<file path="src/rtl/tmr_pkg.sv">
// Shared definitions for the timer time base: register addresses and
// control-word bit positions. Assumes a 2-bit register address.
package tmr_pkg;
    typedef enum logic [1:0] {
        ADDR_CTRL = 2'd0,
        ADDR_DIV  = 2'd1,
        ADDR_PER  = 2'd2,
        ADDR_REP  = 2'd3
    } tmr_addr_e;

    localparam int CTRL_RUN_BIT = 0;
    localparam int CTRL_BUF_BIT = 1;
    localparam int CTRL_CLR_BIT = 2;
endpackage

</file>
<file path="src/rtl/tmr_prescaler.sv">
// Clock prescaler: emits one tick every div+1 cycles while run is high.
// Assumes div may change at any time; a count already past the new div
// ticks at once instead of wrapping through the whole range.
module tmr_prescaler #(
    parameter int W = 16
) (
    input  logic         clk,
    input  logic         rst_n,
    input  logic         run,
    input  logic [W-1:0] div,
    output logic         tick
);
    logic [W-1:0] pcnt;

    // Tick when the divide count reaches the divider value.
    always_comb tick = run && (pcnt >= div);

    // Advance or restart the divide count; hold it while stopped.
    always_ff @(posedge clk) begin
        if (!rst_n)
            pcnt <= '0;
        else if (run)
            pcnt <= tick ? '0 : pcnt + 1'b1;
    end
endmodule

</file>
<file path="src/rtl/tmr_count_unit.sv">
// Up-counter with an active period and a holding register for the period.
// Unbuffered writes update the active period at once. Buffered writes
// reach it at the next wrap. Assumes ticks come only from the prescaler.
module tmr_count_unit #(
    parameter int W = 16
) (
    input  logic         clk,
    input  logic         rst_n,
    input  logic         tick,
    input  logic         buf_en,
    input  logic         per_wr,
    input  logic [W-1:0] per_data,
    output logic [W-1:0] count,
    output logic         wrap
);
    logic [W-1:0] per_hold;
    logic [W-1:0] per_act;

    // A wrap is a tick taken at or beyond the active period.
    always_comb wrap = tick && (count >= per_act);

    // Step or clear the count on each tick.
    always_ff @(posedge clk) begin
        if (!rst_n)
            count <= '0;
        else if (tick)
            count <= wrap ? '0 : count + 1'b1;
    end

    // Keep the holding and active period registers.
    always_ff @(posedge clk) begin
        if (!rst_n) begin
            per_hold <= '0;
            per_act  <= '0;
        end else begin
            if (wrap && buf_en)
                per_act <= per_hold;
            if (per_wr) begin
                per_hold <= per_data;
                if (!buf_en)
                    per_act <= per_data;
            end
        end
    end
endmodule

</file>
<file path="src/rtl/tmr_repeat_unit.sv">
// Repetition gate: counts wraps down from the repetition value and
// reports an event when a wrap finds the down-counter at zero. It also
// keeps the sticky flag. Assumes clr is a one-cycle strobe.
module tmr_repeat_unit #(
    parameter int W = 8
) (
    input  logic         clk,
    input  logic         rst_n,
    input  logic         wrap,
    input  logic [W-1:0] rep_val,
    input  logic         rep_wr,
    input  logic [W-1:0] rep_data,
    input  logic         clr,
    output logic         evt_pulse,
    output logic         flag
);
    logic [W-1:0] rcnt;
    logic         evt;

    // An event is a wrap taken with the down-counter exhausted.
    always_comb evt = wrap && (rcnt == '0);

    // Reload on a write or an event; otherwise count wraps down.
    always_ff @(posedge clk) begin
        if (!rst_n)
            rcnt <= '0;
        else if (rep_wr)
            rcnt <= rep_data;
        else if (wrap)
            rcnt <= (rcnt == '0) ? rep_val : rcnt - 1'b1;
    end

    // Register the pulse. The flag sets on an event, and an event beats a clear.
    always_ff @(posedge clk) begin
        if (!rst_n) begin
            evt_pulse <= 1'b0;
            flag      <= 1'b0;
        end else begin
            evt_pulse <= evt;
            flag      <= evt | (flag & ~clr);
        end
    end
endmodule

</file>
<file path="src/rtl/timer_rep_base.sv">
// Timer time base top: holds the control, divider and repetition
// registers, decodes writes, and joins the prescaler, the counter and
// the repetition gate. Assumes one write per cycle at most.
module timer_rep_base #(
    parameter int DIV_W = 16,
    parameter int PER_W = 16,
    parameter int REP_W = 8
) (
    input  logic             clk,
    input  logic             rst_n,
    input  logic             wr_en,
    input  logic [1:0]       wr_addr,
    input  logic [15:0]      wr_data,
    output logic [PER_W-1:0] count,
    output logic             ovf_pulse,
    output logic             ovf_flag
);
    import tmr_pkg::*;

    logic             en_q;
    logic             buf_q;
    logic [DIV_W-1:0] div_q;
    logic [REP_W-1:0] rep_q;
    logic             ctrl_wr, div_wr, per_wr, rep_wr, clr_strobe;
    logic             tick, wrap;

    // Decode the write strobe into per-register selects.
    always_comb begin
        ctrl_wr    = wr_en && (wr_addr == ADDR_CTRL);
        div_wr     = wr_en && (wr_addr == ADDR_DIV);
        per_wr     = wr_en && (wr_addr == ADDR_PER);
        rep_wr     = wr_en && (wr_addr == ADDR_REP);
        clr_strobe = ctrl_wr && wr_data[CTRL_CLR_BIT];
    end

    // Hold the control, divider and repetition registers.
    always_ff @(posedge clk) begin
        if (!rst_n) begin
            en_q  <= 1'b0;
            buf_q <= 1'b0;
            div_q <= '0;
            rep_q <= '0;
        end else begin
            if (ctrl_wr) begin
                en_q  <= wr_data[CTRL_RUN_BIT];
                buf_q <= wr_data[CTRL_BUF_BIT];
            end
            if (div_wr) div_q <= wr_data[DIV_W-1:0];
            if (rep_wr) rep_q <= wr_data[REP_W-1:0];
        end
    end

    tmr_prescaler #(.W(DIV_W)) u_psc (
        .clk(clk), .rst_n(rst_n), .run(en_q), .div(div_q), .tick(tick)
    );

    tmr_count_unit #(.W(PER_W)) u_cnt (
        .clk(clk), .rst_n(rst_n), .tick(tick), .buf_en(buf_q),
        .per_wr(per_wr), .per_data(wr_data[PER_W-1:0]),
        .count(count), .wrap(wrap)
    );

    tmr_repeat_unit #(.W(REP_W)) u_rep (
        .clk(clk), .rst_n(rst_n), .wrap(wrap), .rep_val(rep_q),
        .rep_wr(rep_wr), .rep_data(wr_data[REP_W-1:0]), .clr(clr_strobe),
        .evt_pulse(ovf_pulse), .flag(ovf_flag)
    );
endmodule

</file>
<file path="config.mk">
export PLATFORM = sky130hd
export DESIGN_NAME = timer_rep_base
export DESIGN_NICKNAME = d
export VERILOG_FILES = /design/src/rtl/tmr_pkg.sv /design/src/rtl/tmr_prescaler.sv /design/src/rtl/tmr_count_unit.sv /design/src/rtl/tmr_repeat_unit.sv /design/src/rtl/timer_rep_base.sv
export SDC_FILE = /design/constraint.sdc
export NUM_CORES = 1
export LEC_CHECK = 0
export BUFFER_PORTS_ARGS = -buffer_cell sky130_fd_sc_hd__buf_2
export CORE_UTILIZATION = 50
export CTS_CLUSTER_DIAMETER = 50
export DETAILED_ROUTE_END_ITERATION = 8
export PLACE_DENSITY = 0.68
export SYNTH_ARGS = -nofsm -noshare
export SYNTH_HDL_FRONTEND = slang
export SYNTH_HIERARCHICAL = 1
export SYNTH_SLANG_ARGS = --single-unit
</file>
<file path="constraint.sdc">
create_clock -name clk -period 5.7 [get_ports clk]
set_input_delay 1.425 -clock clk [delete_from_list [all_inputs] [get_ports clk]]
set_output_delay 1.425 -clock clk [all_outputs]
set_load 0.01 [all_outputs]
</file>
---- Word level (Yosys, flattened, before mapping) ----
Index checks and enable logic that the tools add are counted.
cells by class
  $add $sub $neg .......................... 3
  order comparisons ....................... 2
  equality and inequality tests ........... 3
  multiplexer cells ....................... 8
  bitwise logic cells ..................... 3
  reductions and logical operators ........ 12
operators with widths
  kind                                                                number
  16-bit two-way mux                                                  5
  16-bit by 1-bit adder with 16-bit output, second input constant     2
  16-bit >= comparator                                                2
  8-bit two-way mux                                                   3
  1-bit logical AND                                                   9
  8-bit logical NOT                                                   1
  8-bit by 1-bit subtractor with 8-bit output, second input constant  1
  2-bit == test, second input constant                                2
  2-bit by 1-bit == test with 1-bit output, second input constant     1
  2-bit logical NOT                                                   1
  2-bit nonzero test                                                  1
  1-bit bitwise AND                                                   1
  1-bit inverter                                                      1
  1-bit bitwise OR                                                    1
storage, ports and cells
  register bits ........................... 100
  input bits .............................. 21
  output and inout port bits .............. 18
  logic and storage cells ................. 42

---- Depth between registers and ports, before layout ----
  word-level depth ........................ 7
  gate-level depth with buffers ........... 15
  mapped depth without buffers ............ 12

---- Modules after synthesis ----
The synthesis kept the hierarchy.
modules (own cells, without submodules)
  module           times used  cells each  area an instance (sq um)  seq. area each (sq um)
  tmr_count_unit   1           292         2533.7                    960.9
  tmr_prescaler    1           133         1177.4                    320.3
  timer_rep_base   1           108         1039.7                    520.5
  tmr_repeat_unit  1           77          680.7                     200.2

---- Least setup slack after synthesis ----
OpenSTA, ideal clock, no wires.
  path kind ............................... reg-to-reg
  start ................................... reg div_q[14]
  end ..................................... reg u_rep.rcnt[5]
  library setup time ...................... 76 ps
  arrival time ............................ 2889 ps
  required time ........................... 5624 ps
  path slack .............................. 2735 ps
  cell stages (with the launch flop) ...... 16
  buffers on the path ..................... 3
  period minus slack after synthesis ...... 2965 ps
  path through ............................ dfxtp_1 inv_1 ha_1 nand4_2 nor3_2 nand2_1 a31oi_1 buf_2 clkinv_1 a21oi_2 buf_2 buf_2 and2b_2 nand2_1 a31o_2 o22ai_1
on the way
  longest elaborated chain between the ends .. 4
ends and longest elaborated chain
  item                                 line                   source
  start: declaration                   timer_rep_base.sv:22   logic [DIV_W-1:0] div_q;
  start signal: assignment             timer_rep_base.sv:48   if (div_wr) div_q <= wr_data[DIV_W-1:0];
  16-bit >= comparator                 tmr_prescaler.sv:16    always_comb tick = run && (pcnt >= div);
  1-bit logical AND                    tmr_prescaler.sv:16
  via tick                             timer_rep_base.sv:25   logic tick, wrap;
  1-bit logical AND                    tmr_count_unit.sv:20   always_comb wrap = tick && (count >= per_act);
  via wrap                             timer_rep_base.sv:25
  2-bit nonzero test (no source line)  --
  end signal: assignment               tmr_repeat_unit.sv:28  rcnt <= rep_data;
  end signal: assignment               tmr_repeat_unit.sv:30  rcnt <= (rcnt == '0) ? rep_val : rcnt - 1'b1;
  end: declaration                     tmr_repeat_unit.sv:17  logic [W-1:0] rcnt;
The timed path passes the listed nets, and every way through them passes these cells.
A chain may end at the register's enable or synchronous reset.

---- Worst setup path after layout ----
Same ends and word-level chain as after synthesis.

==> results by group <==
Place
  • Post-DP Area: 5620 um^2
  • GP Congestion: 0.824
  • Final HPWL DP: 8340 um
  • PortBufs: 38

Final layout
  • Commonest cells after routing, fill and taps aside: 100 x dfxtp_1, 74 x nand2_1, 48 x mux2i_1
  • Fillers: 965
  • Area taken by multi-input logic gates: 3070 um^2
  • Layout Cell Area excl Fill: 5810 um^2
  • Diodes inserted: 0
  • Layout cells sized above 1: 0.134
  • Area growth, synth to finish: 6.98%
  • FF/Latch Area: 2000 um^2
  • Post-layout util: 0.558
  • Most common cell after layout, fill and taps aside: dfxtp_1
  • Fin nets: 688

Timing
  • Hold Vio Cnt, Final: 0
  • Slew HR: 0.222
  • Setup Skew: 13.2 ps
  • Final setup fails: 0
  • Fin crit share: 0.736
  • Clock period minus worst slack: 4190 ps
  • Slew @ Worst Pin: 1160 ps
  • Max Freq: 0.238 GHz
  • Worst Hold Slack: 457 ps
  • Setup TNS: 0 ps
  • Pins Over Slew Limit: 0
  • RSZ-0062 raised after global routing: false

Worst setup path
  • CP arrival: 4480 ps
  • Setup crit start: div_q[14]
  • CP max stage delay: 700 ps
  • R2R depth: 12
  • FF-to-FF End: u_rep/rcnt[5]
  • Slowest CP cell: a21oi_2
  • Worst Path Required: 5980 ps
  • Critical path class: reg -> reg
  • CP Launch Type: flop
  • Worst Setup End Kind: flop
  • Crit Path Max Fanout: 18
  • Cell mode on critical path: nand2_1
  • Cell Chain, Critical Path: inv_1 > ha_1 > nand4_2 > nor3_2 > nand2_1 > a31oi_1 > clkinv_1 > a21oi_2 > and2b_2 > nand2_1 > a31o_2 > o22ai_1
  • Reg2Reg Setup Slack: 1510 ps
  • Critical path endpoint: u_rep/rcnt[5]
  • RR Startpoint: div_q[14]

GRT
  • Antenna violations before repair: 0
  • First-pass GRT wire length: 19300 um
  • Pin count of the biggest net entering global routing: 53
  • GR Util All Layers: 0.215
  • Aggregate global routing overflow: 0
  • Vias in the first global route: 3953

Logic synthesis
  • Post-synth EDFFs: 0
  • Sequential cell area fraction in the yosys report: 0.369
  • Synth Instances: 610
  • Unique cell type count in the Yosys netlist: 57
  • Post-synth design cell area: 5430 um^2
  • Top FF cell, synth: dfxtp_1
  • Post-synthesis area per instance: 8.90 um^2
  • Synthesized net count: 667
  • Synth Register Bits: 100
  • Post-synth ARST share: 0
  • Synth warnings: 6

CTS
  • Num CTS Buffers: 9
  • Clock sinks: 100
  • Clock tree buffer depth: 2
  • Worst-Skew Late Latency: 360 ps
  • Reg clk slew, reported paths: 90 ps
  • H-tree depth: 3
  • PostCTS Resize Cnt: 0
  • Root Driver: clkbuf_8
  • Setup bufs post-CTS: 0
  • CTS tree: yes
  • Cts-stage hold buffer count: 0

Pwr
  • P_int: 0.991 mW
  • Clk pwr share: 0.336
  • Leak pwr: 2.23 nW
  • Switch Pwr: 0.341 mW
  • Total Power: 1.33 mW
  • Power density cells: 229 nW/um^2
  • Sw frac: 0.256
  • Peak VDD IR: 0.122 mV
  • Combinational Power Share: 0.117
  • Flop pwr share: 0.548

Route
  • Antenna-violating nets left: 0
  • DRC: 0
  • Vias/cell: 5.48
  • DR iter-0 viols: 255
  • TritonRoute pass-1 iters: 4
  • Via count: 4225
  • Wire per inst: 14.9 um
  • Wirelength, routed: 11500 um

Die
  • Rows: 37
  • Chip Height: 106 um
  • Die ar.: 11300 um^2
  • Initial Util: 0.521
  • # IOs: 39
  • Core Box Area: 10400 um^2
  • Chip width: 106 um

Min path
  • Worst hold-check path type: reg -> reg

Run status
  • Status: finished, final reports clean

Flow run
  • MaxCap Viol Count: 0
[per-layer routing]
metal / track usage / wire length, um
met1: 0.291 / 5390
met2: 0.346 / 5440
met3: 0.0245 / 443
met4: 0.0913 / 184
met5: 0 / 0
[cell type report]
class | instances | area share
repair buffers | 40 | 0.0353
clock buffers | 11 | 0.0243
inverters | 46 | 0.0297
multi-input cells | 434 | 0.528
flip-flops and latches | 100 | 0.345
well taps | 136 | 0.0293
clock inverters | 4 | 0.00861
[power by group through the flow]
stage / registers [mW] / logic, mW / clock network, mW
CTS: 0.730 / 0.156 / 0.465
finish: 0.730 / 0.155 / 0.447
floorplan: 0.742 / 0.125 / 0
global placement: 0.746 / 0.151 / 0
detailed placement: 0.746 / 0.155 / 0
global route: 0.732 / 0.173 / 0.496
[cell usage after synthesis (9+ instances only)]
library cell	number	area, um^2
a2111oi_0	16	140
a211oi_1	16	120
a21oi_1	21	105
buf_2	9	45.0
clkbuf_1	14	52.6
dfxtp_1	100	2000
ha_1	36	450
inv_1	44	165
mux2i_1	48	480
nand2_1	74	278
nand3_1	13	65.1
nand4_1	15	93.8
nor2_1	40	150
nor2_2	10	62.6
nor2b_1	19	119
nor3b_1	13	97.6
o21ai_0	22	110
xnor2_1	12	105
xor2_1	20	175
[worst min path at each step]
stage	startpoint	to	slack [ps]	cells after the start
floorplan	en_q	en_q	430	2
global placement	div_q[9]	div_q[9]	450	2
detailed placement	div_q[7]	div_q[7]	450	2
CTS	div_q[9]	div_q[9]	460	2
global route	div_q[11]	div_q[11]	480	2
finish	div_q[9]	div_q[9]	460	2
[worst max-delay path: cells and delay by family (launching register included)]
kind | cells | cell delay, ps
AO/OA/AOI/OAI | 4 | 1800
adder cells (fa/ha/maj) | 1 | 300
buffers and inverters | 2 | 660
flip-flops | 1 | 340
AND/OR/NAND/NOR | 5 | 1010
[logic make-up after synthesis]
family                     synth area share
muxes                                0.0947
adders and majority gates            0.0829
xor gates and xnor gates             0.0516
buffers and inverters                0.0663
DFF                                   0.369
and+or+nand+nor                       0.213
AOI/OAI and AO/OA                     0.123
[sequential cells by signal, summed over array words and instances (netlist names), 8 cells and up]
register        count
div_q              16
rep_q               8
u_cnt/count        16
u_cnt/per_act      16
u_cnt/per_hold     16
u_psc/pcnt         16
u_rep/rcnt          8
[stage by stage]
step	setup slack (ps)	std cells
2_1_floorplan	2740	610
3_3_place_gp	1720	756
6_report	1510	771
5_1_grt	1140	771
4_1_cts	1460	771
3_5_place_dp	1510	756
Power figures use the tool's default switching activity.
